==> src/rtl/lcdt_pkg.sv <==
package lcdt_pkg;
    localparam int REG_W  = 16;
    localparam int ADDR_W = 3;
    localparam int CH_W   = 8;    // character-unit field width
    localparam int LN_W   = 11;   // line field width
    localparam int SW_W   = 4;    // sync width field
    localparam int SW_LSB = 12;   // sync width field position

    localparam logic [ADDR_W-1:0] A_HCHAR = 3'd0;
    localparam logic [ADDR_W-1:0] A_HSYNC = 3'd1;
    localparam logic [ADDR_W-1:0] A_VACT  = 3'd2;
    localparam logic [ADDR_W-1:0] A_VTOT  = 3'd3;
    localparam logic [ADDR_W-1:0] A_VSYNC = 3'd4;
    localparam logic [ADDR_W-1:0] A_MODE  = 3'd5;
    localparam logic [ADDR_W-1:0] A_IRQ   = 3'd6;
    localparam logic [ADDR_W-1:0] A_CTRL  = 3'd7;

    typedef struct packed {
        logic inv_frame;
        logic inv_line;
        logic de_low;
        logic data_inv;
        logic mask_line;
        logic mask_frame;
    } mode_t;

    typedef struct packed {
        logic [CH_W-1:0] h_total;
        logic [CH_W-1:0] h_active;
        logic [CH_W-1:0] h_sync_at;
        logic [SW_W-1:0] h_sync_len;
        logic [LN_W-1:0] v_active;
        logic [LN_W-1:0] v_total;
        logic [LN_W-1:0] v_sync_at;
        logic [SW_W-1:0] v_sync_len;
    } tcfg_t;

    function automatic logic [REG_W-1:0] mode_word(mode_t m);
        return {m.inv_frame, m.inv_line, m.de_low, m.data_inv,
                2'b00, m.mask_line, m.mask_frame, 8'h00};
    endfunction
endpackage

==> src/rtl/lcdt_regs.sv <==
module lcdt_regs
    import lcdt_pkg::*;
#(
    parameter tcfg_t RST_CFG = '0
) (
    input  logic              clk,
    input  logic              rst_n,
    input  logic              wr_en,
    input  logic [ADDR_W-1:0] wr_addr,
    input  logic [REG_W-1:0]  wr_data,
    input  logic [ADDR_W-1:0] rd_addr,
    output logic [REG_W-1:0]  rd_data,
    input  logic              frame_end,
    input  logic              vint_set,
    output tcfg_t             shadow_o,
    output mode_t             mode_o,
    output logic              run_o,
    output logic              pwr_o,
    output logic              irq_en_o,
    output logic              irq_st_o
);
    typedef struct packed {
        tcfg_t prog;
        tcfg_t shadow;
        mode_t mode_p;
        mode_t mode_s;
        logic  run;
        logic  pwr;
        logic  irq_en;
        logic  irq_st;
    } rstate_t;

    localparam rstate_t RST_ST = '{prog: RST_CFG, shadow: RST_CFG,
                                   mode_p: '0, mode_s: '0, run: 1'b0,
                                   pwr: 1'b0, irq_en: 1'b0, irq_st: 1'b0};

    rstate_t s_d, s_q;

    always_comb begin
        s_d = s_q;
        // shadow follows programmed values while idle or at a frame boundary
        if (!s_q.run || frame_end) begin
            s_d.shadow = s_q.prog;
            s_d.mode_s = s_q.mode_p;
        end
        if (vint_set) s_d.irq_st = 1'b1;
        if (wr_en) begin
            case (wr_addr)
                A_HCHAR: begin
                    s_d.prog.h_total  = wr_data[CH_W-1:0];
                    s_d.prog.h_active = wr_data[2*CH_W-1:CH_W];
                end
                A_HSYNC: begin
                    s_d.prog.h_sync_at  = wr_data[CH_W-1:0];
                    s_d.prog.h_sync_len = wr_data[SW_LSB +: SW_W];
                end
                A_VACT:  s_d.prog.v_active = wr_data[LN_W-1:0];
                A_VTOT:  s_d.prog.v_total  = wr_data[LN_W-1:0];
                A_VSYNC: begin
                    s_d.prog.v_sync_at  = wr_data[LN_W-1:0];
                    s_d.prog.v_sync_len = wr_data[SW_LSB +: SW_W];
                end
                A_MODE: begin
                    s_d.mode_p.inv_frame  = wr_data[15];
                    s_d.mode_p.inv_line   = wr_data[14];
                    s_d.mode_p.de_low     = wr_data[13];
                    s_d.mode_p.data_inv   = wr_data[12];
                    s_d.mode_p.mask_line  = wr_data[9];
                    s_d.mode_p.mask_frame = wr_data[8];
                end
                A_IRQ: begin
                    s_d.irq_en = wr_data[12];
                    if (!wr_data[0] && !vint_set) s_d.irq_st = 1'b0;
                end
                default: begin
                    s_d.run = wr_data[0];
                    s_d.pwr = wr_data[4];
                end
            endcase
        end
    end

    always_ff @(posedge clk or negedge rst_n) begin
        if (!rst_n) s_q <= RST_ST;
        else        s_q <= s_d;
    end

    always_comb begin
        rd_data = '0;
        case (rd_addr)
            A_HCHAR: rd_data = {s_q.prog.h_active, s_q.prog.h_total};
            A_HSYNC: rd_data = {s_q.prog.h_sync_len, 4'h0, s_q.prog.h_sync_at};
            A_VACT:  rd_data = {5'h00, s_q.prog.v_active};
            A_VTOT:  rd_data = {5'h00, s_q.prog.v_total};
            A_VSYNC: rd_data = {s_q.prog.v_sync_len, 1'b0, s_q.prog.v_sync_at};
            A_MODE:  rd_data = mode_word(s_q.mode_p);
            A_IRQ:   rd_data = {3'b000, s_q.irq_en, 11'h000, s_q.irq_st};
            default: rd_data = {11'h000, s_q.pwr, 3'b000, s_q.run};
        endcase
    end

    assign shadow_o = s_q.shadow;
    assign mode_o   = s_q.mode_s;
    assign run_o    = s_q.run;
    assign pwr_o    = s_q.pwr;
    assign irq_en_o = s_q.irq_en;
    assign irq_st_o = s_q.irq_st;
endmodule

==> src/rtl/lcdt_scan.sv <==
module lcdt_scan
    import lcdt_pkg::*;
#(
    parameter int HP_W = CH_W + 3
) (
    input  logic            clk,
    input  logic            rst_n,
    input  logic            run,
    input  logic            pix_ce,
    input  tcfg_t           cfg,
    output logic [HP_W-1:0] hcnt_o,
    output logic [LN_W-1:0] vcnt_o,
    output logic            frame_end_o,
    output logic            vint_o,
    output logic            hs_act_o,
    output logic            vs_act_o,
    output logic            active_o
);
    localparam int HC_W = HP_W + 2;
    localparam int VC_W = LN_W + 2;

    typedef struct packed {
        logic [HP_W-1:0] h;
        logic [LN_W-1:0] v;
    } cnt_t;

    cnt_t c_d, c_q;
    logic [HP_W-1:0] h_last, h_act_last;
    logic [HC_W-1:0] hs_beg, hs_end;
    logic [VC_W-1:0] vs_beg, vs_end;
    logic            line_end;

    always_comb begin
        h_last     = {cfg.h_total, 3'b111};
        h_act_last = {cfg.h_active, 3'b111};
        hs_beg = HC_W'({cfg.h_sync_at, 3'b000}) + HC_W'(8);
        hs_end = hs_beg + HC_W'({cfg.h_sync_len, 3'b000}) + HC_W'(8);
        vs_beg = VC_W'(cfg.v_sync_at) + VC_W'(1);
        vs_end = vs_beg + VC_W'(cfg.v_sync_len) + VC_W'(1);

        line_end    = run && pix_ce && (c_q.h == h_last);
        frame_end_o = line_end && (c_q.v == cfg.v_total);
        vint_o      = line_end && ((VC_W'(c_q.v) + VC_W'(1)) == vs_beg);

        c_d = c_q;
        if (!run) begin
            c_d = '0;
        end else if (pix_ce) begin
            if (c_q.h == h_last) begin
                c_d.h = '0;
                c_d.v = (c_q.v == cfg.v_total) ? '0 : c_q.v + LN_W'(1);
            end else begin
                c_d.h = c_q.h + HP_W'(1);
            end
        end

        hs_act_o = run && (HC_W'(c_q.h) >= hs_beg) && (HC_W'(c_q.h) < hs_end);
        vs_act_o = run && (VC_W'(c_q.v) >= vs_beg) && (VC_W'(c_q.v) < vs_end);
        active_o = run && (c_q.h <= h_act_last) && (c_q.v <= cfg.v_active);
    end

    always_ff @(posedge clk or negedge rst_n) begin
        if (!rst_n) c_q <= '0;
        else        c_q <= c_d;
    end

    assign hcnt_o = c_q.h;
    assign vcnt_o = c_q.v;
endmodule

==> src/rtl/lcdt_timing.sv <==
module lcdt_timing
    import lcdt_pkg::*;
#(
    parameter int RST_HTOT_CH = 99,
    parameter int RST_HACT_CH = 79,
    parameter int RST_HSYN_CH = 81,
    parameter int RST_HSW_CH  = 3,
    parameter int RST_VACT    = 479,
    parameter int RST_VTOT    = 524,
    parameter int RST_VSYN    = 489,
    parameter int RST_VSW     = 1
) (
    input  logic        clk,
    input  logic        rst_n,
    input  logic        pix_ce,
    input  logic        wr_en,
    input  logic [2:0]  wr_addr,
    input  logic [15:0] wr_data,
    input  logic [2:0]  rd_addr,
    output logic [15:0] rd_data,
    output logic [10:0] hcnt_o,
    output logic [10:0] vcnt_o,
    output logic        hsync_o,
    output logic        vsync_o,
    output logic        de_o,
    output logic        active_o,
    output logic        data_inv_o,
    output logic        irq_o,
    output logic        panel_pwr_o
);
    localparam int HP_W = CH_W + 3;
    localparam tcfg_t RST_CFG = '{
        h_total:    CH_W'(RST_HTOT_CH),
        h_active:   CH_W'(RST_HACT_CH),
        h_sync_at:  CH_W'(RST_HSYN_CH),
        h_sync_len: SW_W'(RST_HSW_CH),
        v_active:   LN_W'(RST_VACT),
        v_total:    LN_W'(RST_VTOT),
        v_sync_at:  LN_W'(RST_VSYN),
        v_sync_len: SW_W'(RST_VSW)};

    tcfg_t shadow;
    mode_t mode;
    logic  run, irq_en, irq_status;
    logic  frame_end, vint, hs_act, vs_act, act;

    lcdt_regs #(.RST_CFG(RST_CFG)) u_regs (
        .clk(clk), .rst_n(rst_n), .wr_en(wr_en), .wr_addr(wr_addr),
        .wr_data(wr_data), .rd_addr(rd_addr), .rd_data(rd_data),
        .frame_end(frame_end), .vint_set(vint), .shadow_o(shadow),
        .mode_o(mode), .run_o(run), .pwr_o(panel_pwr_o),
        .irq_en_o(irq_en), .irq_st_o(irq_status));

    lcdt_scan #(.HP_W(HP_W)) u_scan (
        .clk(clk), .rst_n(rst_n), .run(run), .pix_ce(pix_ce), .cfg(shadow),
        .hcnt_o(hcnt_o), .vcnt_o(vcnt_o), .frame_end_o(frame_end),
        .vint_o(vint), .hs_act_o(hs_act), .vs_act_o(vs_act), .active_o(act));

    always_comb begin
        hsync_o    = (hs_act && !(mode.mask_line && vs_act)) ^ mode.inv_line;
        vsync_o    = (vs_act && !mode.mask_frame) ^ mode.inv_frame;
        de_o       = act ^ mode.de_low;
        active_o   = act;
        data_inv_o = mode.data_inv;
        irq_o      = irq_status && irq_en;
    end
endmodule

==> config.mk <==
export PLATFORM = sky130hd
export DESIGN_NAME = lcdt_timing
export DESIGN_NICKNAME = d
export VERILOG_FILES = /design/src/rtl/lcdt_pkg.sv /design/src/rtl/lcdt_regs.sv /design/src/rtl/lcdt_scan.sv /design/src/rtl/lcdt_timing.sv
export SDC_FILE = /design/constraint.sdc
export NUM_CORES = 1
export LEC_CHECK = 0
export ABC_AREA = 1
export BUFFER_PORTS_ARGS = -buffer_cell sky130_fd_sc_hd__buf_2
export CAP_MARGIN = 20
export CORE_ASPECT_RATIO = 1.75
export CORE_MARGIN = 2
export CORE_UTILIZATION = 50
export CTS_BUF_LIST = sky130_fd_sc_hd__clkbuf_2
export DETAILED_ROUTE_END_ITERATION = 7
export GPL_ROUTABILITY_DRIVEN = 0
export PLACE_DENSITY = 0.81
export SLEW_MARGIN = 40
export SYNTH_ARGS = -nofsm -noshare
export SYNTH_HDL_FRONTEND = slang
export SYNTH_SLANG_ARGS = --single-unit
==> constraint.sdc <==
create_clock -name clk -period 3.7 [get_ports clk]
set_clock_uncertainty 0.1 [all_clocks]
set_input_delay 0.555 -clock clk [delete_from_list [all_inputs] [get_ports clk]]
set_output_delay 0.555 -clock clk [all_outputs]
set_load 0.01 [all_outputs]
# == Word-level counts from Yosys, hierarchy flattened ==
# Index checks and enable logic that the tools add are counted.
# totals
reg_bits,168
# op_classes
add_sub_neg,9
magnitude_cmp,6
n_eq_ne,17
muxes,10
bitwise_logic,4
n_reduce_logical,33
# ops
op,count
$pmux W16 S7,1
$mux W22,2
$mux W11,3
$ge A11 B13 Y1,2
$lt A11 B13 Y1,2
$add A11 B1 Y12 const B,2
$add A11 B1 Y11 const B,2
$eq A11 B11 Y1,2
$le A11 B11 Y1,2
$eq A3 B3 Y1 const B,6
$reduce_and A2 Y1,9
$logic_and A1 B1 Y1,15
$add A13 B1 Y13 const B,1
$add A13 B4 Y13,1
$add A13 B4 Y13 const B,1
$add A13 B7 Y13,1
$eq A13 B13 Y1,1
$add A11 B4 Y12 const B,1
$eq A3 B2 Y1 const B,4
$reduce_or A7 Y1,1
$eq A3 B1 Y1 const B,2
$logic_not A3 Y1,2
$logic_not A1 Y1,5
$mux W1,4
other kinds (5),7

# == Longest topological paths before layout ==
# Gate-level depths: netlist (run 1).
# logic_depth
depth_word,9
ltp_mapped,24
ltp_nobuf,24

# == Modules after synthesis ==
# A second synthesis (run 1) with hierarchy kept.
# hier_totals
hier_cells,1355
area_unflattened_um2,10821.6
# by_module_without_submodules
module,instances,cells_per_inst,area_per_inst_um2,seq_area_each_um2
lcdt_regs,1,779,6855.3,3733.6
lcdt_scan,1,561,3896.2,550.5
lcdt_timing,1,15,70.1,0.0

# == Worst setup path after synthesis (run 1) ==
# No wires, ideal clock.
# synth_timing
path_type,reg-to-output
start,register u_regs.s_q (netlist bit u_regs.shadow_o[4])
end,output port vsync_o
arrival_ps,3003
required_ps,3045
path_slack_ps,42
path_stages_with_launch,24
path_buffers,0
path_cell_list,dfstp_2 nand3_1 xor2_1 inv_1 ha_1 nand3_1 nand2_1 a21oi_1 nor2_1 nand2_1 nor3_1 xor2_1 ha_1 nand2_1 inv_1 nor3_1 nand2_1 nand2_1 nand2_1 nand2_1 nand3_1 nor2_1 nand2_1 nand2_1
# synth_via
elab_chain_len,7
# synth_rtl
element,line,text
start: declaration,lcdt_regs.sv:37,"rstate_t s_d, s_q;"
start signal: assignment,lcdt_regs.sv:84,if (!rst_n) s_q <= RST_ST;
start signal: assignment,lcdt_regs.sv:85,else s_q <= s_d;
$add A11 B1 Y12 (*),lcdt_scan.sv:38,vs_beg = VC_W'(cfg.v_sync_at) + VC_W'(1);
$add A13 B4 Y13,lcdt_scan.sv:39,vs_end = vs_beg + VC_W'(cfg.v_sync_len) + VC_W'(1);
$add A13 B1 Y13,lcdt_scan.sv:39,
$lt A11 B13 Y1,lcdt_scan.sv:58,vs_act_o = run && (VC_W'(c_q.v) >= vs_beg) && (VC_W'(c_q.v) < vs_end);
$logic_and A1 B1 Y1 (*),lcdt_scan.sv:58,
$logic_and A1 B1 Y1 (*),lcdt_timing.sv:61,vsync_o = (vs_act && !mode.mask_frame) ^ mode.inv_frame;
$xor A1 B1 Y1 (*),lcdt_timing.sv:61,
end: declaration,lcdt_timing.sv:24,"output logic vsync_o,"
# Every way passes the cells marked *; elsewhere a longest branch is shown, timed or not.

# == Worst setup path in the final report (run 1) ==
# layout_timing
start,register u_regs.s_q (netlist bit u_regs.shadow_o[41])
end,output port hsync_o
# layout_via
elab_chain_len,7
# layout_rtl
element,line,text
$add A11 B4 Y12 (*),lcdt_scan.sv:36,"hs_beg = HC_W'({cfg.h_sync_at, 3'b000}) + HC_W'(8);"
$add A13 B7 Y13,lcdt_scan.sv:37,"hs_end = hs_beg + HC_W'({cfg.h_sync_len, 3'b000}) + HC_W'(8);"
$add A13 B4 Y13,lcdt_scan.sv:37,
$lt A11 B13 Y1,lcdt_scan.sv:57,hs_act_o = run && (HC_W'(c_q.h) >= hs_beg) && (HC_W'(c_q.h) < hs_end);
$logic_and A1 B1 Y1 (*),lcdt_scan.sv:57,
$logic_and A1 B1 Y1 (*),lcdt_timing.sv:60,hsync_o = (hs_act && !(mode.mask_line && vs_act)) ^ mode.inv_line;
$xor A1 B1 Y1 (*),lcdt_timing.sv:60,
end: declaration,lcdt_timing.sv:23,"output logic hsync_o,"
# Marked as above.

==> results_dict.tcl, run 1 <==
set metrics [dict create \
    r2r_start "u_scan.hcnt_o[3]" \
    drv_slew 0 \
    status "finished with violations" \
    synth_edf_count 0 \
    rsz0062_at_grt "true" \
    numCtsBuffers 17 \
    initial_core_util_pct 50.6 \
    powerDensity_nw_per_um2 721 \
    synth_ff_type "dfrtp_1" \
    drt-pass1-iter-count 6 \
    antenna_found_initial 1 \
    first_global_vias 8692 \
    holdPathEnd "u_regs.s_q[99]" \
    ys_seq_area_share_pct 43.1 \
    wl_um 28500 \
    grt_max_degree 80 \
    vias 8959 \
    worstSetupPathType "register to output port" \
    cts_tree "built" \
    finalHoldViolations 0 \
    grt_pass1_wl_um 44100 \
    rr_endpoint "u_regs.shadow_o[13]" \
    stdcell_count 1588 \
    power.leakage_nw 5.64 \
    root_buffer "clkbuf_2" \
    crit_required_ns 3.04 \
    crit_fanout 3 \
    final_layout_size_suffix_gt1_share_pct 23.3 \
    syn_avg_cell_area_um2 8.19 \
    max_freq_mhz 201 \
    hold_path_class "input port to register" \
    reg2regPathDepth 12 \
    io_buffers 70 \
    dieWidth_um 111 \
    violations "negative setup slack" \
    maxCapViolations 0 \
    hpwl_um 21100 \
    path_clk_slew_ns 0.23 \
    viasPerCell 5.64 \
    timing.final.ws_setup_ns -1.29 \
    yosys_register_bits 168 \
    h-tree-depth 4 \
    period_needed_ns 4.99 \
    area_growth_pct 14.9 \
    irDropWorstVdd_v 0.000411 \
    clock_path_buffers 2 \
    max-slew-margin-rel_pct 46.7 \
    regToRegSetupSlack_ns 0.82 \
    final_common_cell "nand2_1" \
    route.detailed.drc 0 \
    cts_num_sinks 168 \
    ys.warnings.count 0 \
    setup_tns_ns -2.30 \
    syn_area_um2 9950 \
    io_pins 71 \
    clk_latency_ns 0.78 \
    fp.dieH_um 191 \
    grt.overflow.total 0 \
    wl_per_cell_um 18.0 \
    end_kind "output port" \
    startpoint_type "register" \
    pre_cts_slack_ns -0.496 \
    coreArea_um2 19700 \
    tightest_slew_ns 0.797 \
    grtUsageTotal_pct 26.7 \
    arrival_ns 4.33 \
    syn-num-nets 1316 \
    fin_util_pct 58.1 \
    crit_start "u_regs.shadow_o[41]" \
    finalCritPeriodShare_pct 135 \
    layout_common_cells "nand2_1 (265), inv_1 (162), o21ai_0 (120)" \
    power_w 0.00824 \
    ys_types 44 \
    post-place-cells 1536 \
    fin_nets 1430 \
    syn-instance-count 1215 \
    async_flop_share_pct 100 \
    dieArea_um2 21100 \
    worstHoldStart "wr_data[3]" \
    whs_path_depth 3 \
    final_antenna_net_count 0 \
    finalSetupViolations 2 \
    rows 68 \
    drt_iter0_drc 629 \
]
Yosys cell counts, drive strengths merged (26+ instances only):
master  number  area share, %
dfrtp      104             26
a21oi       56            3.4
o21ai      147            7.7
nor2        70            2.6
ha          73            9.2
nand3       49            2.5
o22ai       29            1.8
dfstp       64             17
inv        178            6.7
nand2      279             11
nor3        29            1.6
xor2        26            2.3
sequential cells by signal, summed over array words and instances (netlist names):
name and cells:
u_regs.shadow_o 65, u_regs.irq_en_o 1, u_regs.s_q 71, u_scan.hcnt_o 11, u_regs.run_o 1, u_regs.pwr_o 1
u_regs.mode_o 6, u_regs.irq_st_o 1, u_scan.vcnt_o 11
cell type report:
cell class,instances,area (µm²)
Clock inverter,14,148
Tap cell,245,307
Multi-Input combinational cell,834,5090
Antenna cell,1,2.50
Inverter,180,678
Fill cell,1657,8230
Timing Repair Buffer,128,832
Clock buffer,18,90.1
Sequential cell,168,4290
report_power, final:
part	switching (W)	internal, W
clock	0.000664	0.000318
sequential	0.000493	0.00257
combinational	0.00238	0.00182
through the flow:
| stage | hold WS [ns] | area [µm²] |
|---|---|---|
| 3_5_place_dp | 0.374 | 10700 |
| 4_1_cts | 0.0201 | 11200 |
| 6_report | 0.0535 | 11400 |
| 2_1_floorplan | 0.159 | 9950 |
| 3_3_place_gp | 0.366 | 10700 |
| 5_1_grt | 0.0258 | 11400 |
per-layer routing:
metal	vias to the layer above	GRT usage [%]	routed length (µm)
met5	-	0	0
met3	120	3.50	1320
li1	4264	-	-
met4	0	19.1	2310
met1	4237	29.4	10500
met2	338	47.4	14400
worst max-delay path by stage:
stage	endpoint	slack, ns	depth (start not counted)
final	hsync_o	-1.29	21
after global routing	hsync_o	-1.50	21
after CTS	hsync_o	-1.09	22
after detailed placement	hsync_o	-0.50	20
after global placement	hsync_o	-0.40	20
after floorplan	vsync_o	0.04	23
kinds of logic after synthesis:
logic type / Yosys count / synth area share, %
adder cells (fa/ha/maj): 75 / 9.58
buffers and inverters: 213 / 8.82
AO/OA/AOI/OAI: 259 / 15.2
flip-flops: 168 / 43.1
XOR/XNOR: 37 / 3.26
AND/OR/NAND/NOR: 463 / 20.0
worst max-delay path, cell delays in order, from the launching register on:
cell and delay (ns):
dfstp_2 0.66, ha_4 0.17, xor2_2 0.07, ha_1 0.33, inv_2 0.07, fa_2 0.43, nor2_4 0.14, a211oi_2 0.06
buf_4 0.14, buf_4 0.13, nor3_4 0.14, xor2_1 0.21, ha_1 0.27, nand3_1 0.09, nand3b_1 0.09, nand2_2 0.09
nand2_4 0.08, inv_2 0.07, nand2_1 0.05, nand2_1 0.06, nand2_1 0.06, buf_2 0.14
timing repair:
action,in CTS,in global routing
buffers inserted,5,6
pin swaps,22,38
gates resized for setup,25,35
hold buffers,8,0
endpoints found under the setup margin,2,3
hold endpoints to repair,46,0
(Power assumes the default switching activity.)
==> run 2: changes to the inputs <==
--- a/config.mk
+++ b/config.mk
@@ -5,7 +5,7 @@
 export SDC_FILE = /design/constraint.sdc
 export NUM_CORES = 1
 export LEC_CHECK = 0
-export ABC_AREA = 1
+export ABC_AREA = 0
 export BUFFER_PORTS_ARGS = -buffer_cell sky130_fd_sc_hd__buf_2
 export CAP_MARGIN = 20
 export CORE_ASPECT_RATIO = 1.75
==> results_dict.tcl, run 2 <==
set metrics [dict create \
    ys_seq_area_share_pct 42.3 \
    worstSetupPathType "register to output port" \
    drv_slew 0 \
    ys.warnings.count 0 \
    wl_met1_um 10100 \
    powerDensity_nw_per_um2 695 \
    wl_um 26500 \
    path_delay_family "simple AND/OR/NAND/NOR gates" \
    numCtsBuffers 17 \
    wl_per_cell_um 20.2 \
    largest_reg_flops 71 \
    violations "negative setup slack" \
    viasPerCell 5.89 \
    cpMaxStageDelayCell "dfstp_2" \
    final_cell_area_um2 11800 \
    synthTopCellsByArea "dfrtp_1 (26%), dfstp_2 (17%), mux2_2 (16%)" \
    finalHoldViolations 0 \
    final_layout_size_suffix_gt1_share_pct 40.7 \
    grt.overflow.total 0 \
    hpwl_um 19700 \
    final_common_cell "mux2_2" \
    first_global_vias 7944 \
    nFillCells 1592 \
    period_needed_ns 5.07 \
    route.detailed.drc 0 \
    synth_edf_count 0 \
    io_pins 71 \
    max_freq_mhz 197 \
    final_antenna_net_count 0 \
    end_kind "output port" \
    rsz0062_at_grt "true" \
    place_area_um2 11100 \
    finalCritPeriodShare_pct 137 \
    ys_types 64 \
    coreArea_um2 19800 \
    syn-num-nets 1006 \
    netlist_top_cells_count "mux2_2 (141), dfrtp_1 (104), ha_1 (73)" \
    dieWidth_um 112 \
    grt_pass1_wl_um 41800 \
    fp.dieH_um 192 \
    synth_top_area_share_pct 25.7 \
    initial_core_util_pct 51.1 \
    synth_ff_type "dfrtp_1" \
    crit_required_ns 3.04 \
    top_layer "met4" \
    root_buffer "clkbuf_2" \
    antenna_found_initial 1 \
    fin_nets 1153 \
    status "finished with violations" \
    wl_met2_um 13400 \
    synth_largest_area_cell "dfrtp_1" \
    grt_max_degree 86 \
    async_flop_share_pct 100 \
    layout_common_cells "mux2_2 (141), dfrtp_1 (97), buf_4 (78)" \
    cts_num_sinks 168 \
    hold_path_class "input port to register" \
    yosysMostFrequentCell "mux2_2" \
    vias 7718 \
    syn_area_um2 10100 \
    critPathBufInv 2 \
    tightest_slew_ns 0.769 \
    syn-instance-count 905 \
    route.met3.wl_um 1080 \
    power.leakage_nw 5.35 \
    syn_avg_cell_area_um2 11.2 \
    rows 68 \
    maxCapViolations 0 \
    cts_tree "built" \
    yosys_register_bits 168 \
    clk_latency_ns 0.79 \
    grtUsageTotal_pct 25.2 \
    power_w 0.00819 \
    arrival_ns 4.42 \
    area_growth_pct 16.4 \
    seqCellArea_um2 4290 \
    fin_util_pct 59.5 \
    startpoint_type "register" \
    critPathMaxStageDelay_ns 0.66 \
    finalSetupViolations 2 \
    drt-pass1-iter-count 5 \
    largest_register "u_regs.s_q" \
    max-slew-margin-rel_pct 48.5 \
    h-tree-depth 4 \
    clock_path_buffers 2 \
    irDropWorstVdd_v 0.000430 \
    multiInputGateArea_um2 5570 \
    drt_iter0_drc 482 \
    worstPathCellList "ha_4 -> xor2_2 -> ha_1 -> and2_4 -> a221o_1 -> and4b_1 -> xor2_1 -> ha_1 -> nand3_2 -> o22ai_1 -> nor4_1 -> a21oi_1 -> o22ai_1 -> buf_4 -> nand4b_1 -> xnor2_2 -> buf_2" \
    path_clk_slew_ns 0.30 \
    timing.final.ws_setup_ns -1.37 \
    io_buffers 70 \
    crit_fanout 3 \
    dieArea_um2 21500 \
]
run 2: timing repair:
action                                 4_1_cts  5_1_grt
resized for setup                           12       19
cloned                                       0        0
hold buffers                                18        0
setup buffers                                6        5
pin swaps                                    3        5
endpoints found under the hold margin      116        0
setup endpoints to repair                    4        3
run 2: through the flow:
step | hold slack, ns | cells | setup WS, ns | setup TNS [ns]
finish | 0.0597 | 1311 | -1.37 | -2.71
global route | 0.0405 | 1311 | -1.59 | -3.15
CTS | 0.0322 | 1306 | -1.32 | -2.64
detailed placement | 0.396 | 1250 | -0.562 | -1.07
global placement | 0.381 | 1250 | -0.520 | -0.936
floorplan | 0.159 | 905 | -0.399 | -0.769
run 2: layout make-up:
cell class                 count  area share [%]
antenna                        1          0.0212
clock buffer                  18           0.764
clock inverter                14            1.40
inverter                      54            1.72
multi-input combinational    643            47.2
sequential                   168            36.4
tap                          245            2.60
timing repair buffer         168            9.88
run 2: cells by family after synthesis:
kind of cell | after synthesis | share of synthesized area (%)
DFF | 168 | 42.3
muxes | 161 | 18.2
AOI/OAI and AO/OA | 126 | 8.24
and+or+nand+nor | 203 | 10.8
adders and majority gates | 76 | 9.53
buffers and inverters | 94 | 4.26
xor gates and xnor gates | 77 | 6.66
run 2: power breakdown:
part | internal [W] | switching (W)
registers | 0.00259 | 0.000572
clock network | 0.000226 | 0.000752
logic | 0.00215 | 0.00190
run 2: final timing paths:
| check | from | endpoint | slack [ns] | cells past startpoint |
|---|---|---|---|---|
| setup / recovery | u_regs.shadow_o[4] | vsync_o | -1.37 | 17 |
| hold / removal | wr_en | u_regs.pwr_o | 0.06 | 3 |
| setup reg to reg | u_scan.hcnt_o[0] | u_regs.shadow_o[43] | 0.48 | 10 |
| hold reg to reg | u_regs.s_q[84] | u_regs.shadow_o[3] | 0.43 | 1 |
| max in group asynchronous | rst_n | u_regs.shadow_o[50] | 2.34 | 3 |
| min in group asynchronous | rst_n | u_scan.vcnt_o[5] | 0.22 | 2 |
run 2: layer usage:
layer / global-route usage, % / vias up
li1: - / 3541
met2: 44.2 / 269
met5: 0 / -
met3: 3.23 / 103
met4: 17.9 / 0
met1: 28.2 / 3805
run 2: tightest hold or removal path: cells and delay by family:
| kind | cells | cell delay, ns |
|---|---|---|
| simple gates | 1 | 0.11 |
| mux | 1 | 0.16 |
| buf+inv | 1 | 0.13 |
